`src/rtl/timer_flags_pkg.sv`:
```
package timer_flags_pkg;

  localparam logic [1:0] ADDR_STATUS  = 2'd0;
  localparam logic [1:0] ADDR_ENABLE  = 2'd1;
  localparam logic [1:0] ADDR_MODULO  = 2'd2;
  localparam logic [1:0] ADDR_COUNTER = 2'd3;

  // decoded register-port strobes handed from control to datapath
  typedef struct packed {
    logic rdStatus;
    logic wrStatus;
    logic wrEnable;
    logic wrModulo;
  } busStrobes_t;

endpackage

```
`src/rtl/tfl_control.sv`:
```
module tfl_control
  import timer_flags_pkg::*;
#(
  parameter int NUM_FLAGS = 4,
  parameter int DATA_W    = 16
) (
  input  logic                 clk,
  input  logic                 rstN,
  input  logic [1:0]           addr,
  input  logic                 rdEn,
  input  logic                 wrEn,
  input  logic [DATA_W-1:0]    wrData,
  input  logic [NUM_FLAGS-1:0] evt,
  output busStrobes_t          strb,
  output logic [NUM_FLAGS-1:0] flags,
  output logic [NUM_FLAGS-1:0] armed
);

  always_comb begin
    strb.rdStatus = rdEn && (addr == ADDR_STATUS);
    strb.wrStatus = wrEn && (addr == ADDR_STATUS);
    strb.wrEnable = wrEn && (addr == ADDR_ENABLE);
    strb.wrModulo = wrEn && (addr == ADDR_MODULO);
  end

  // per-flag set / arm / clear; an event always wins and cancels the arm
  always_ff @(posedge clk or negedge rstN) begin
    if (!rstN) begin
      flags <= '0;
      armed <= '0;
    end else begin
      for (int i = 0; i < NUM_FLAGS; i++) begin
        if (evt[i]) begin
          flags[i] <= 1'b1;
          armed[i] <= 1'b0;
        end else if (strb.wrStatus && !wrData[i] && armed[i]) begin
          flags[i] <= 1'b0;
          armed[i] <= 1'b0;
        end else if (strb.rdStatus && flags[i]) begin
          armed[i] <= 1'b1;
        end
      end
    end
  end

endmodule

```
`src/rtl/tfl_datapath.sv`:
```
module tfl_datapath
  import timer_flags_pkg::*;
#(
  parameter int NUM_FLAGS = 4,
  parameter int CNT_W     = 16
) (
  input  logic                 clk,
  input  logic                 rstN,
  input  busStrobes_t          strb,
  input  logic [1:0]           addr,
  input  logic [CNT_W-1:0]     wrData,
  input  logic [NUM_FLAGS-1:0] flags,
  output logic                 wrapEvt,
  output logic [NUM_FLAGS-1:0] enables,
  output logic [CNT_W-1:0]     count,
  output logic [CNT_W-1:0]     rdData
);

  localparam int PAD_W = CNT_W - NUM_FLAGS;

  logic [CNT_W-1:0] modQ;
  logic [CNT_W-1:0] termVal;

  assign termVal = (modQ == '0) ? '1 : modQ;
  assign wrapEvt = (count == termVal);

  always_ff @(posedge clk or negedge rstN) begin
    if (!rstN) begin
      count <= '0;
    end else if (wrapEvt) begin
      count <= '0;
    end else begin
      count <= count + 1'b1;
    end
  end

  always_ff @(posedge clk or negedge rstN) begin
    if (!rstN) begin
      modQ    <= '0;
      enables <= '0;
    end else begin
      if (strb.wrModulo) modQ    <= wrData;
      if (strb.wrEnable) enables <= wrData[NUM_FLAGS-1:0];
    end
  end

  always_comb begin
    unique case (addr)
      ADDR_STATUS:  rdData = {{PAD_W{1'b0}}, flags};
      ADDR_ENABLE:  rdData = {{PAD_W{1'b0}}, enables};
      ADDR_MODULO:  rdData = modQ;
      default:      rdData = count;
    endcase
  end

endmodule

```
`src/rtl/timer_flags.sv`:
```
module timer_flags
  import timer_flags_pkg::*;
#(
  parameter int NUM_CH = 3,
  parameter int CNT_W  = 16
) (
  input  logic              clk,
  input  logic              rstN,
  input  logic [1:0]        addr,
  input  logic              rdEn,
  input  logic              wrEn,
  input  logic [CNT_W-1:0]  wrData,
  output logic [CNT_W-1:0]  rdData,
  input  logic [NUM_CH-1:0] chEvent,
  output logic              irq
);

  localparam int NUM_FLAGS = NUM_CH + 1;

  busStrobes_t          strb;
  logic                 wrapEvt;
  logic [NUM_FLAGS-1:0] flags;
  logic [NUM_FLAGS-1:0] armed;
  logic [NUM_FLAGS-1:0] enables;
  logic [CNT_W-1:0]     count;
  logic [NUM_FLAGS-1:0] evt;

  assign evt = {chEvent, wrapEvt};

  tfl_control #(.NUM_FLAGS(NUM_FLAGS), .DATA_W(CNT_W)) u_ctrl (
    .clk(clk), .rstN(rstN), .addr(addr), .rdEn(rdEn), .wrEn(wrEn),
    .wrData(wrData), .evt(evt), .strb(strb), .flags(flags), .armed(armed)
  );

  tfl_datapath #(.NUM_FLAGS(NUM_FLAGS), .CNT_W(CNT_W)) u_dp (
    .clk(clk), .rstN(rstN), .strb(strb), .addr(addr), .wrData(wrData),
    .flags(flags), .wrapEvt(wrapEvt), .enables(enables), .count(count),
    .rdData(rdData)
  );

  assign irq = |(flags & enables);

endmodule

```
`config.mk`:
```
export PLATFORM = sky130hd
export DESIGN_NAME = timer_flags
export DESIGN_NICKNAME = d
export VERILOG_FILES = /design/src/rtl/timer_flags_pkg.sv /design/src/rtl/tfl_control.sv /design/src/rtl/tfl_datapath.sv /design/src/rtl/timer_flags.sv
export SDC_FILE = /design/constraint.sdc
export NUM_CORES = 1
export LEC_CHECK = 0
export BUFFER_PORTS_ARGS = -buffer_cell sky130_fd_sc_hd__buf_2
export CORE_UTILIZATION = 25
export CTS_BUF_LIST = sky130_fd_sc_hd__clkbuf_8
export CTS_CLUSTER_DIAMETER = 120
export DETAILED_ROUTE_END_ITERATION = 8
export PLACE_DENSITY = 0.43
export SYNTH_ARGS = -nofsm -noshare
export SYNTH_HDL_FRONTEND = slang
export SYNTH_HIERARCHICAL = 1
export SYNTH_SLANG_ARGS = --single-unit
```
`constraint.sdc`:
```
create_clock -name clk -period 3.45 [get_ports clk]
set_input_delay 0.345 -clock clk [delete_from_list [all_inputs] [get_ports clk]]
set_output_delay 0.345 -clock clk [all_outputs]
set_load 0.05 [all_outputs]
```
==> flow_summary.toml, run 1 <==
[run_status]
status = "complete, no violations"

[global_routing]
grt_max_degree = 45
antenna_found_initial = 0
grt_usage = 0.129
grt_pass1_vias = 1950
grt_first_pass_wirelength_um = 11000
gr-total-overflow = 0

[power]
peakVddDrop_mv = 0.144
total_power_mw = 1.65
p_leak_nw = 1.30
power.density_nw_per_um2 = 545

[final_layout]
regArea_sq_um = 1100
area_delta_synth_final_pct = 16.7
drive_gt1_frac = 0.308
fillers = 1076
multi_input_area_sq_um = 1410
layout.nets = 304
antenna_cells = 0

[worst_setup_path]
rr_worst_depth = 9
ff2ff_setup_slack_ps = 1010
worst_setup_path_end_kind = "flop"
crit_required_ps = 3640
start_kind = "flop"
cp.arrival_ps = 2630
reg2reg_from = "u_dp/modQ[1]"
cp-endpoint = "u_ctrl/armed[0]"
crit_type = "reg -> reg"
crit_path_max_fanout = 19
crit_start = "u_dp/modQ[1]"
regToRegEndpoint = "u_ctrl/armed[0]"

[die]
die_height_um = 104
num_rows = 36
coreArea_sq_um = 9910
die_x_um = 104
initial_core_util = 0.263
ioPinCount = 42
dieArea_sq_um = 10800

[sta]
finalCriticalPeriod_ps = 2440
fin_crit_sh = 0.707
max_clock_freq_mhz = 410
tightest_slew_ps = 1020
holdWs_ps = 214
max-slew-margin-rel = 0.318
hold_viol = 0
finClkSkew_ps = 6.43
setup_viol = 0
drv_slew = 0
rsz0062_at_grt = "false"
setup_tns_ps = 0

[flow_run]
max_cap_viol_count = 0

[clocking]
cts_buffer_depth = 2
cts.clk_slew.worst_paths_ps = 90
clkLatencyLatePin_ps = 300
htree_levels = 2
cts_tree = "done"
cts_root_buf = "clkbuf_8"
clock-sinks = 44
ctsHoldBuffers = 0
cts_setup_buffers = 0
numCtsBuffers = 5
post_cts_resize_count = 0

[synth]
synth_top_area_cell = "dfrtp_1"
synthArstFlopShare = 1.00
yosys-top-cells-count = "dfrtp_1 (44), nor2_1 (29), xor2_1 (22)"
synth_nets = 265
syn-cell-area_sq_um = 2600
synthTopCellsByArea = "dfrtp_1 (42%), mux2_2 (8.7%), xor2_1 (7.4%), a41oi_1 (5.0%), mux2i_1 (4.6%)"
synth_edf_count = 0
synth_top_cell_area_share = 0.423
synth_cell_types = 33
avgSynthCellArea_sq_um = 10.9
syn_inst = 239
synth_ff_type = "dfrtp_1"
synth.most_common_cell = "dfrtp_1"
synth-seq-area-share = 0.423
ys_ff_latch = 44
ys_warn_count = 6

[placement]
io_buffers = 41
hpwl_um = 4800
gp_congestion = 0.762

[detailed_routing]
postRouteAntennaNets = 0
drcViolationCount = 0
first_pass_iters = 4
routed_wl_um = 6560
via_per_inst = 4.78
post_drt_wl_per_cell_um = 15.9
vias = 1971
drt_iter0_markers = 52

[hold_path]
hold_path_class = "in -> async"
==> cell type report <==
type | count | area share
clock buffer | 6 | 0.0272
clock inverter | 2 | 0.00329
inverter | 5 | 0.00618
multi-input combinational | 175 | 0.464
sequential | 44 | 0.362
tap | 133 | 0.0548
timing repair buffer | 47 | 0.0824
==> where the power goes <==
part	switching, mW	internal [mW]
Clock	0.181	0.160
Sequential	0.152	0.613
Combinational	0.319	0.229
Total	0.652	1.00
==> routing by layer <==
metal  track usage  routed length [um]  vias to the layer above
li1              -                   -                      949
met1         0.187                3310                      983
met2         0.193                2970                       33
met3        0.0207                 183                        6
met4        0.0429                  90                        0
met5             0                   0                        -
==> layout by cell type, fill, tap and decap left out <==
| master | instances |
|---|---|
| dfrtp_1 | 44 |
| buf_2 | 41 |
| nor2_1 | 29 |
| xor2_1 | 22 |
| mux2_2 | 20 |
| nor2b_1 | 17 |
| a41oi_1 | 15 |
| mux2i_1 | 12 |
| nand2_1 | 8 |
| nand4_1 | 7 |
| xnor2_1 | 7 |
| clkbuf_8 | 6 |
| buf_4 | 6 |
| inv_1 | 5 |
| or4b_1 | 4 |
| a32o_1 | 4 |
| a31oi_1 | 4 |
| mux4_2 | 4 |
| nor4_2 | 4 |
| nand3_1 | 4 |
| a22oi_1 | 2 |
| clkinv_2 | 2 |
| nor3b_1 | 2 |
| or3_1 | 2 |
| and3b_2 | 1 |
| a41oi_2 | 1 |
| nor4_4 | 1 |
| nor3_1 | 1 |
| nand2b_1 | 1 |
| o21ai_0 | 1 |
| a21oi_1 | 1 |
| ha_1 | 1 |
==> sequential cells by signal (all words and copies together) (netlist names) <==
signal,cells
u_ctrl/armed,4
u_ctrl/flags,4
u_dp/count,16
u_dp/enables,4
u_dp/modQ,16
==> worst min path at each step <==
stage | end | slack (ps)
detailed placement | u_dp/enables[2] | 520
finish | u_ctrl/armed[3] | 210
floorplan | u_ctrl/armed[0] | 50
global route | u_dp/modQ[6] | 260
global placement | u_dp/enables[2] | 510
CTS | u_ctrl/armed[3] | 250
==> cell families (layout without fill, tap and decap cells) <==
group / after synthesis / after routing / share of synthesized area
xor gates and xnor gates: 29 / 29 / 0.0976
muxes: 36 / 36 / 0.167
DFF: 44 / 44 / 0.423
AOI/OAI and AO/OA: 28 / 28 / 0.0913
adders and majority gates: 1 / 1 / 0.00481
buffers and inverters: 20 / 60 / 0.0356
and+or+nand+nor: 81 / 81 / 0.180
==> stage by stage <==
stage          cells  worst slack [ps]   util  cell area, sq um
6_report         412              1010  0.307              3040
5_1_grt          412               794  0.307              3040
4_1_cts          412               978  0.307              3040
3_5_place_dp     404              1000  0.297              2950
3_3_place_gp     404              1020  0.297              2950
2_1_floorplan    239               906      -              2600
==> critical path, cell delays in order (launching register included) <==
cell	delay, ps
dfrtp_1	450
nor4_2	310
buf_4	210
a41oi_1	140
xor2_1	190
nand4_1	160
nor4_4	290
buf_4	260
nor2_1	60
a32o_1	250
(Power assumes the default switching activity.)
==> run 2: changes to the inputs <==
Settings changed: PLACE_DENSITY 0.43 to 0.44.
Clock period 3.45 ns to 2.1 ns, I/O delays scaled along.
==> run 2 against run 1 <==
Against the previous run:
- cell count rose by 6.6%
- maximum frequency grew 9.7%
- global-route usage grew 0.59 points
- critical path depth stayed put
- the flow now finishes with violations (negative hold slack, negative setup slack)
- first-iteration DRC count grew 75%
- clock skew grew 2.0 ps
- register-to-register slack got worse by 1100 ps
- worst hold slack lost 220 ps
- utilization increased by 3.6 points
- clock power grew 110%
- wire length grew 5.9%
- critical path type unchanged
- sequential power grew 59%
==> flow_summary.toml, run 2 (synthesis gave the netlist of run 1 again) <==
[sta]
tightest_slew_ps = 712
hold_viol = 3
fin_crit_sh = 1.06
setup_viol = 18
max_clock_freq_mhz = 450
finClkSkew_ps = 8.40
drv_slew = 0
max-slew-margin-rel = 0.524
holdWs_ps = -8.68
rsz0062_at_grt = "true"
finalCriticalPeriod_ps = 2220
setup_ws_ps = -121

[die]
ioPinCount = 42
die_height_um = 104
num_rows = 36
coreArea_sq_um = 9910
dieArea_sq_um = 10800
initial_core_util = 0.263
die_x_um = 104

[placement]
io_buffers = 41
preCtsSetupSlack_ps = -134
hpwl_um = 5190
dpl_cell_area_sq_um = 3230
gp_congestion = 0.782

[clocking]
clkLatencyLatePin_ps = 300
numCtsBuffers = 5
htree_levels = 2
cts.clk_slew.worst_paths_ps = 90
cts_buffer_depth = 2
ctsHoldBuffers = 0
clock-sinks = 44
cts_tree = "done"
cts_root_buf = "clkbuf_8"

[detailed_routing]
vias = 2057
drcViolationCount = 0
post_drt_wl_per_cell_um = 15.8
postRouteAntennaNets = 0
routed_wl_um = 6940
drt_iter0_markers = 91
via_per_inst = 4.69
first_pass_iters = 4

[final_layout]
layout.nets = 331
top_regs = "u_dp/count: 16 flops, u_dp/modQ: 16 flops"
antenna_cells = 0
layout.cells.most_common_list = "dfrtp_1 (44), buf_2 (42), nor2_1 (29)"
fillers = 1067
drive_gt1_frac = 0.386
mostFrequentLayoutCell = "dfrtp_1"
regArea_sq_um = 1100
area_delta_synth_final_pct = 30.6
post-route-util = 0.343
multi_input_area_sq_um = 1480
final_area_sq_um = 3400

[run_status]
status = "complete, but fails checks"
violations = "negative hold slack, negative setup slack"

[global_routing]
grt_first_pass_wirelength_um = 11400
grt_pass1_vias = 2109
gr-total-overflow = 0
antenna_found_initial = 0
grt_max_degree = 45
grt_usage = 0.135

[power]
p_leak_nw = 1.47
total_power_mw = 3.06
peakVddDrop_mv = 0.344
power.density_nw_per_um2 = 900

[worst_setup_path]
worst_setup_path_end_kind = "flop"
crit_type = "reg -> reg"
cp.arrival_ps = 2420
start_kind = "flop"
reg2reg_from = "u_dp/modQ[5]"
crit_start = "u_dp/modQ[5]"
crit_path_max_fanout = 16
crit_required_ps = 2290

[flow_run]
max_cap_viol_count = 0

[hold_path]
hold_path_class = "in -> async"
run 2: cell count changes in the layout (fill, tap and decap cells not counted), sizes merged:
cell / change
clkinv: -2
bufinv: +1
clkbuf: +1
buf: +27
run 2: stage by stage:
stage          cells  setup TNS, ps  hold WS (ps)
2_1_floorplan    239          -1590         -85.6
3_3_place_gp     427          -1180           340
3_5_place_dp     427          -1810           338
4_1_cts          439          -1260          9.46
5_1_grt          439          -4240          46.9
6_report         439          -1130         -8.68
run 2: worst paths after layout:
path | endpoint | slack, ps | cells past startpoint
min reg2reg | u_dp/enables[0] | 540 | 1
max | u_ctrl/armed[0] | -120 | 9
max reg2reg | u_ctrl/armed[0] | -120 | 9
max in group asynchronous | u_dp/count[14] | 1700 | 2
min | u_ctrl/armed[3] | -9 | 2
min in group clk | u_dp/modQ[10] | 140 | 2
run 2: area by class of cell:
cell class | count | share of cell area
flip-flops and latches | 44 | 0.324
clock buffers | 7 | 0.0284
well taps | 133 | 0.0490
repair buffers | 74 | 0.148
multi-input cells | 175 | 0.436
clock inverters | 1 | 0.00884
inverters | 5 | 0.00552
run 2: power breakdown:
part / switching, mW / internal (mW)
combinational: 0.623 / 0.501
clock: 0.294 / 0.420
sequential: 0.213 / 1.01
run 2: critical path, stage by stage (launching register included):
cell	delay, ps
dfrtp_1	410
nor4_4	330
buf_12	180
a41oi_1	140
xor2_1	170
nand4_1	160
nor4_4	280
buf_4	180
nor2b_1	60
a32o_1	200
run 2: what timing repair did:
action / in CTS / in global routing
setup endpoints to repair: 18 / 18
gates cloned: 1 / 0
resized for setup: 1 / 2
buffers inserted: 3 / 0
pin swaps: 0 / 0
run 2: per-layer routing:
| metal | vias to the layer above | wire (um) | track usage |
|---|---|---|---|
| met5 | - | 0 | 0 |
| met4 | 0 | 76 | 0.0347 |
| met3 | 6 | 163 | 0.0213 |
| met2 | 31 | 3270 | 0.214 |
| met1 | 1019 | 3430 | 0.190 |
| li1 | 1001 | - | - |
